===== src/rtl/gpio_port_pkg.sv =====
package gpio_port_pkg;

  typedef enum logic [1:0] {
    ADDR_PINS  = 2'd0,
    ADDR_DIR   = 2'd1,
    ADDR_LATCH = 2'd2,
    ADDR_NONE  = 2'd3
  } reg_addr_e;

  typedef enum logic [1:0] {
    ROLE_OFF    = 2'd0,
    ROLE_SLAVE  = 2'd1,
    ROLE_MASTER = 2'd2
  } spi_role_e;

endpackage


===== src/rtl/gpio_rst_sync.sv =====
module gpio_rst_sync (
  input  logic clk,
  input  logic arst_n,
  output logic rst_q_n
);

  logic [1:0] chain_q;
  logic [1:0] chain_d;

  always_comb begin
    chain_d = {chain_q[0], 1'b1};
  end

  always_ff @(posedge clk or negedge arst_n) begin
    if (!arst_n) begin
      chain_q <= 2'b00;
    end else begin
      chain_q <= chain_d;
    end
  end

  assign rst_q_n = chain_q[1];

endmodule


===== src/rtl/gpio_in_sync.sv =====
module gpio_in_sync #(
  parameter int WIDTH  = 6,
  parameter int STAGES = 2
) (
  input  logic             clk,
  input  logic             rst_n,
  input  logic [WIDTH-1:0] d,
  output logic [WIDTH-1:0] q
);

  logic [WIDTH-1:0] stage_q [STAGES];
  logic [WIDTH-1:0] stage_d [STAGES];

  for (genvar s = 0; s < STAGES; s++) begin : g_stage
    if (s == 0) begin : g_first
      assign stage_d[s] = d;
    end else begin : g_rest
      assign stage_d[s] = stage_q[s-1];
    end

    always_ff @(posedge clk or negedge rst_n) begin
      if (!rst_n) begin
        stage_q[s] <= '0;
      end else begin
        stage_q[s] <= stage_d[s];
      end
    end
  end

  assign q = stage_q[STAGES-1];

endmodule


===== src/rtl/gpio_regs.sv =====
module gpio_regs
  import gpio_port_pkg::*;
#(
  parameter int WIDTH = 6
) (
  input  logic             clk,
  input  logic             rst_n,
  input  logic             wr,
  input  logic [1:0]       addr,
  input  logic [WIDTH-1:0] wdata,
  input  logic [WIDTH-1:0] pin_q,
  output logic [WIDTH-1:0] dir_q,
  output logic [WIDTH-1:0] latch_q,
  output logic [WIDTH-1:0] rdata
);

  reg_addr_e        sel;
  logic             dir_en;
  logic             latch_en;
  logic [WIDTH-1:0] dir_d;
  logic [WIDTH-1:0] latch_d;

  assign sel = reg_addr_e'(addr);

  always_comb begin
    dir_en   = wr && (sel == ADDR_DIR);
    latch_en = wr && (sel == ADDR_LATCH);
    dir_d    = wdata;
    latch_d  = wdata;
  end

  always_ff @(posedge clk or negedge rst_n) begin
    if (!rst_n) begin
      dir_q <= '0;
    end else if (dir_en) begin
      dir_q <= dir_d;
    end
  end

  always_ff @(posedge clk or negedge rst_n) begin
    if (!rst_n) begin
      latch_q <= '0;
    end else if (latch_en) begin
      latch_q <= latch_d;
    end
  end

  always_comb begin
    unique case (sel)
      ADDR_PINS:  rdata = pin_q;
      ADDR_DIR:   rdata = dir_q;
      ADDR_LATCH: rdata = latch_q;
      default:    rdata = '0;
    endcase
  end

endmodule


===== src/rtl/gpio_pin_mux.sv =====
module gpio_pin_mux
  import gpio_port_pkg::*;
#(
  parameter int WIDTH    = 6,
  parameter int SCK_BIT  = 5,
  parameter int MISO_BIT = 4,
  parameter int MOSI_BIT = 3,
  parameter int SS_BIT   = 2
) (
  input  logic             rst_n,
  input  spi_role_e        role,
  input  logic [WIDTH-1:0] dir,
  input  logic [WIDTH-1:0] latch,
  output logic [WIDTH-1:0] oe,
  output logic [WIDTH-1:0] out,
  output logic [WIDTH-1:0] pu
);

  for (genvar i = 0; i < WIDTH; i++) begin : g_pin
    localparam bit SLAVE_IN  = (i == SCK_BIT) || (i == MOSI_BIT) || (i == SS_BIT);
    localparam bit MASTER_IN = (i == MISO_BIT);

    logic force_in;
    logic drive;

    always_comb begin
      force_in = ((role == ROLE_SLAVE)  && SLAVE_IN) ||
                 ((role == ROLE_MASTER) && MASTER_IN);
      drive    = dir[i] && !force_in && rst_n;
    end

    assign oe[i]  = drive;
    assign out[i] = latch[i];
    assign pu[i]  = latch[i] && !drive;
  end

endmodule


===== src/rtl/gpio_spi_port.sv =====
module gpio_spi_port
  import gpio_port_pkg::*;
#(
  parameter int NPINS       = 6,
  parameter int SYNC_STAGES = 2,
  parameter int SCK_BIT     = 5,
  parameter int MISO_BIT    = 4,
  parameter int MOSI_BIT    = 3,
  parameter int SS_BIT      = 2
) (
  input  logic             clk,
  input  logic             rst_n,
  input  logic             bus_wr,
  input  logic [1:0]       bus_addr,
  input  logic [NPINS-1:0] bus_wdata,
  output logic [NPINS-1:0] bus_rdata,
  input  logic             spi_en,
  input  logic             spi_master,
  input  logic [NPINS-1:0] pin_in,
  output logic [NPINS-1:0] pad_oe,
  output logic [NPINS-1:0] pad_out,
  output logic [NPINS-1:0] pad_pu,
  output logic             spi_sel
);

  logic             rst_q_n;
  logic [NPINS-1:0] pin_q;
  logic [NPINS-1:0] dir_q;
  logic [NPINS-1:0] latch_q;
  spi_role_e        role;

  always_comb begin
    if (!spi_en) begin
      role = ROLE_OFF;
    end else if (spi_master) begin
      role = ROLE_MASTER;
    end else begin
      role = ROLE_SLAVE;
    end
  end

  gpio_rst_sync u_rst (
    .clk     (clk),
    .arst_n  (rst_n),
    .rst_q_n (rst_q_n)
  );

  gpio_in_sync #(
    .WIDTH  (NPINS),
    .STAGES (SYNC_STAGES)
  ) u_sync (
    .clk   (clk),
    .rst_n (rst_q_n),
    .d     (pin_in),
    .q     (pin_q)
  );

  gpio_regs #(
    .WIDTH (NPINS)
  ) u_regs (
    .clk     (clk),
    .rst_n   (rst_q_n),
    .wr      (bus_wr),
    .addr    (bus_addr),
    .wdata   (bus_wdata),
    .pin_q   (pin_q),
    .dir_q   (dir_q),
    .latch_q (latch_q),
    .rdata   (bus_rdata)
  );

  gpio_pin_mux #(
    .WIDTH    (NPINS),
    .SCK_BIT  (SCK_BIT),
    .MISO_BIT (MISO_BIT),
    .MOSI_BIT (MOSI_BIT),
    .SS_BIT   (SS_BIT)
  ) u_mux (
    .rst_n (rst_n),
    .role  (role),
    .dir   (dir_q),
    .latch (latch_q),
    .oe    (pad_oe),
    .out   (pad_out),
    .pu    (pad_pu)
  );

  assign spi_sel = (role == ROLE_SLAVE) && !pin_q[SS_BIT];

endmodule


===== config.mk =====
export PLATFORM = sky130hd
export DESIGN_NAME = gpio_spi_port
export DESIGN_NICKNAME = d
export VERILOG_FILES = /design/src/rtl/gpio_port_pkg.sv /design/src/rtl/gpio_rst_sync.sv /design/src/rtl/gpio_in_sync.sv /design/src/rtl/gpio_regs.sv /design/src/rtl/gpio_pin_mux.sv /design/src/rtl/gpio_spi_port.sv
export SDC_FILE = /design/constraint.sdc
export NUM_CORES = 1
export LEC_CHECK = 0
export ABC_CLOCK_PERIOD_IN_PS = 2250
export BUFFER_PORTS_ARGS = -buffer_cell sky130_fd_sc_hd__buf_2
export CORE_ASPECT_RATIO = 1.2
export CORE_MARGIN = 5
export CORE_UTILIZATION = 50
export DETAILED_ROUTE_END_ITERATION = 8
export HOLD_SLACK_MARGIN = 0.03
export PLACE_DENSITY = 0.8
export SYNTH_ARGS = -nofsm -noshare
export SYNTH_HDL_FRONTEND = slang
export SYNTH_SLANG_ARGS = --single-unit

===== constraint.sdc =====
create_clock -name clk -period 2.25 [get_ports clk]
set_input_delay 0.225 -clock clk [delete_from_list [all_inputs] [get_ports clk]]
set_output_delay 0.225 -clock clk [all_outputs]
set_load 0.01 [all_outputs]

Word-level counts from Yosys, hierarchy flattened
Index checks and enable logic that the tools add are counted.
- input port bits: 19
- register bits after elaboration: 26
- bits in latches: 0
- RAM bits: 0
- bits in read-only memories: 0
- memories: 0
- muxes and demuxes: 3
- reduce and logical (&&, ||, !) cells: 29
- add/sub/neg operators: 0
- order comparisons: 0
- $mul: 0
- divide/modulo/power cells: 0
- eq/ne operators: 4
- bitwise operators: 0
- shift operators: 0
- operator list (kind ; number):
    1-bit logical AND ; 19
    6-bit case mux with 3 select lines ; 1
    1-bit zero test ; 9
    2-bit by 1-bit == test with 1-bit output, second input constant ; 2
    2-bit == test, second input constant ; 2
    2-bit 2-to-1 mux ; 2
    2-bit zero test ; 1

Longest topological paths before layout
- word-level depth: 8
- depth in mapped cells: 3
- mapped depth without buffers: 2

Cells and area by module
A second synthesis with hierarchy kept.
- cell total of the unflattened synthesis: 89
- area, all modules: 1209.9 sq um
- modules (own cells, without submodules) (module ; instances ; sequential area each (sq um) ; cells an instance ; area an instance (sq um)):
    gpio_regs ; 1 ; 300.3 ; 41 ; 616.8
    gpio_in_sync ; 1 ; 300.3 ; 12 ; 300.3
    gpio_pin_mux ; 1 ; 0.0 ; 30 ; 212.7
    gpio_rst_sync ; 1 ; 50.0 ; 3 ; 53.8
    gpio_spi_port ; 1 ; 0.0 ; 3 ; 26.3

Worst setup path before layout
No wires, ideal clock.
- kind: input to output
- start: input port bus_addr[1]
- end: output port bus_rdata[0]
- arrival time: 824 ps
- required time: 2025 ps
- stages: 3
- path slack: 1201 ps
- path through: buf_6 nor2b_1 o2bb2ai_1
- word-level cells in the longest chain between the ends: 2
- RTL lines (item ; RTL line ; RTL):
    from (decl) ; gpio_spi_port.sv:14 ; input logic [1:0] bus_addr,
    2-bit == test (tied with other cells) ; gpio_regs.sv:49 ; unique case (sel)
    6-bit case mux with 3 select lines * ; gpio_regs.sv:49 ;
    to (decl) ; gpio_spi_port.sv:16 ; output logic [NPINS-1:0] bus_rdata,
Every way passes the cells marked *; elsewhere a longest branch is shown, timed or not.

Worst setup path in the final report
- start: input port rst_n
- end: output port pad_pu[0]
- word-level cells in the longest chain between the ends: 3
- RTL lines (item ; RTL line ; RTL):
    from (decl) ; gpio_spi_port.sv:12 ; input logic rst_n,
    1-bit logical AND ; gpio_pin_mux.sv:29 ; drive = dir[i] && !force_in && rst_n;
    1-bit zero test ; gpio_pin_mux.sv:34 ; assign pu[i] = latch[i] && !drive;
    1-bit logical AND ; gpio_pin_mux.sv:34 ;
    to (decl) ; gpio_spi_port.sv:22 ; output logic [NPINS-1:0] pad_pu,
Every way passes these cells.

==> impl.org <==
** Worst setup path
- The critical path in this run is classified as in -> out.
- Counting cells, the worst reg-to-reg path comes to 0.
- STA classifies the critical path endpoint as an output pin.
- Launch point of the critical path :: rst_n
- STA classifies the critical path startpoint as a primary input.
- The worst register-to-register path begins at u_rst.chain_q[1].
- Arrival time of data at the critical path endpoint :: 1.35 ns
- Along the worst path, the maximum fanout reaches 12.
- WP data required :: 2.03 ns
- The worst register-to-register path ends at u_regs.dir_q[1].
- For flop-to-flop paths, the worst setup slack is 1.27 ns.

** Routing
- Met3 WL :: 105 um
- Detailed routing inserted a total of 776 vias.
- Once detail routing completed, the nets flagged for antenna violations numbered 0.
- Routed signal wires occupy layers up through met4.
- For this run, design rule violations remaining after detail routing come to 0.
- For this run, the detailed router's first-pass iteration total came to 4.
- After detailed routing, the wire length on met1 is 956 um.
- Wires add up to 2.33 mm.
- Average via count per standard cell :: 4.97
- Detailed routing placed a total of 1.25 mm of wire on met2.
- After the first detailed-routing iteration, the DRC count stood at 5.
- In the final routed layout, each cell accounts on average for 14.9 um.

** Final layout
- Leaving out fill and tap cells, the most frequent cell in the layout is buf_2.
- Commonest cells after routing, fill and taps aside :: buf_2, dfrtp_1, mux2_2
- After the flow finishes, the layout carries non-filler instances totaling 156.
- # nets final :: 147
- # diodes :: 0
- Final Instance Area :: 1400 sq um
- The area growth from synthesis to layout is 24.4%.
- Fraction of layout instances using a drive strength above 1 :: 47.6%

** STA
- Portion of the clock cycle consumed by the worst path in the final layout :: 69.9%
- Setup repair after global routing left no endpoint under its margin.
- Shortest clock period the worst path allows after layout :: 1.57 ns
- # setup viols final :: 0
- Timing would allow up to 636 MHz.
- The total count of max-transition violations in the final report is 0.
- In this run the tightest slew margin relative to its limit is 36.3%.
- The clock arrives with 0.00184 ns of skew.
- Pin slew with the least headroom to its limit :: 0.956 ns
- In the final timing run, aggregate negative setup slack is 0 ns.
- The number of hold violations in the final report was 0.

** Power
- Maximum vdd drop :: 579 uV
- For this design the ratio of total power to cell area is 716 nW/um^2.
- Pleak :: 0.729 nW

** Synth
- Netlist area before placement :: 1120 sq um
- #FFs+latches synth :: 26
- Library cells used by synthesis :: 17
- Yosys printed 0 warnings.
- Fraction of the yosys area taken by sequential cells :: 57.9%
- Synthesized instance count :: 82
- Each instance of the synthesized netlist takes up on average 13.7 sq um.
- The number of nets handed over by synthesis was 101.

** Placed design
- Placed wire-length estimate after detailed placement :: 1.68 mm
- Counting tap cells, the placed design contains a total of 146 instances.
- Summing all placed instances gives a cell area of 1310 sq um.
- Weighted congestion reported at the end of routability-driven placement :: 0.778
- Number of I/O port buffers :: 43

** Worst hold path
- Counting instances, the worst hold path has a depth of 2.
- The path with the worst hold slack has its endpoint at u_regs.dir_q[0].
- Type of the tightest min-delay check :: in -> reg
- In this run the most critical hold path is launched from bus_wdata[0].

** Clock network
- Sink count of the clock tree :: 26
- Clock Pin Slew Worst Setup and Hold Paths :: 0.12 ns
- In this run the post-CTS setup repair buffer count came out at 0.
- CTS built an H-tree with a depth of 1.
- TritonCTS built the clock tree.
- CTS Root Cell :: clkbuf_4
- CTS buffer count :: 3
- Maximum root-to-sink buffer count :: 2
- After clock tree synthesis, the repair step resized 0 gates.
- Insertion delay to the later sink of the worst-skew pair :: 0.30 ns
- Cts-stage hold buffer count :: 7

** Floorplanning
- Floorplan die height :: 61.9 um
- The floorplan has 18 rows.
- Initial Util :: 53.6%
- Core area :: 2090 sq um
- I/O pin count :: 44
- Measured along the x axis, the die boundary spans 53.3 um.
- The die covers 3300 sq um.

** Global routing
- In the global route stage, overall resource usage came out at 16.3%.
- The number of antenna violations at the first check in global routing is 0.
- Maximum number of pins on one net before global-route repair :: 25
- Residual overflow from global routing :: 0
- The first global-routing pass estimated 3.86 mm of wire.
- Via count of the first global-routing pass :: 820

** Run status
- The flow ran to the end, and the final reports show no timing, DRC or antenna violations.

** Flow run
- Max-cap viol count :: 0
-- how the worst max path moves through the flow --
stage	endpoint	slack, ns	cells past startpoint
floorplan	bus_rdata[0]	1.20	3
global placement	bus_rdata[3]	0.85	4
detailed placement	bus_rdata[3]	0.84	4
CTS	pad_pu[0]	0.66	5
global route	pad_pu[1]	0.57	5
finish	pad_pu[0]	0.68	5
-- sequential cells by signal (all words and copies together) (netlist names) --
register,cells
u_regs.dir_q,6
u_regs.latch_q,6
u_sync.q,6
u_sync.stage_d,6
u_rst.chain_q,2
-- critical path, stage by stage --
cell           delay, ns
dlygate4sd3_1       0.52
buf_2               0.20
and2_1              0.17
nor2b_1             0.09
buf_2               0.13
-- area by class of cell --
cell class | count | area [sq um]
Clock buffer | 3 | 22.5
Fill cell | 178 | 697
Inverter | 4 | 15.0
Multi-Input combinational cell | 43 | 387
Sequential cell | 26 | 651
Tap cell | 30 | 37.5
Timing Repair Buffer | 50 | 285
-- synth_stat cells (all sizes together) --
cell | count | area (sq um)
clkbuf | 1 | 3.75
a31oi | 4 | 25.0
buf | 8 | 67.6
and2 | 2 | 12.5
nor2 | 1 | 3.75
nand3b | 2 | 40.0
mux2 | 12 | 135
mux2i | 6 | 60.1
and3 | 4 | 25.0
conb | 1 | 3.75
inv | 4 | 15.0
nand2b | 1 | 6.26
o2bb2ai | 6 | 52.6
dfrtp | 26 | 651
nand2 | 1 | 3.75
nor2b | 3 | 18.8
-- power by group --
| group | switching (mW) | internal, mW |
|---|---|---|
| combinational | 0.116 | 0.131 |
| sequential | 0.0485 | 0.520 |
| clock | 0.122 | 0.0625 |
-- per-stage QoR --
stage / setup WS, ns / hold slack, ns / util [%] / power, mW
floorplan: 1.20 / -0.0706 / - / 0.725
global placement: 0.853 / 0.0903 / 62.3 / 0.812
detailed placement: 0.836 / 0.0910 / 62.3 / 0.820
CTS: 0.663 / 0.144 / 66.7 / 1.01
global route: 0.569 / 0.130 / 66.7 / 1.06
finish: 0.678 / 0.154 / 66.7 / 1.00
-- cells by family after synthesis --
group	share of synthesized area, %
AOI/OAI and AO/OA	6.90
and+or+nand+nor	9.80
muxes	17.4
DFF	57.9
other	0.334
buffers and inverters	7.68
-- metal layers --
layer  vias up  GRT usage [%]
li1        372              -
met1       383           20.5
met2        19           28.5
met3         2           2.39
met4         0           5.47
met5         -              0
Note: power is estimated with default switching activity, not from simulation.
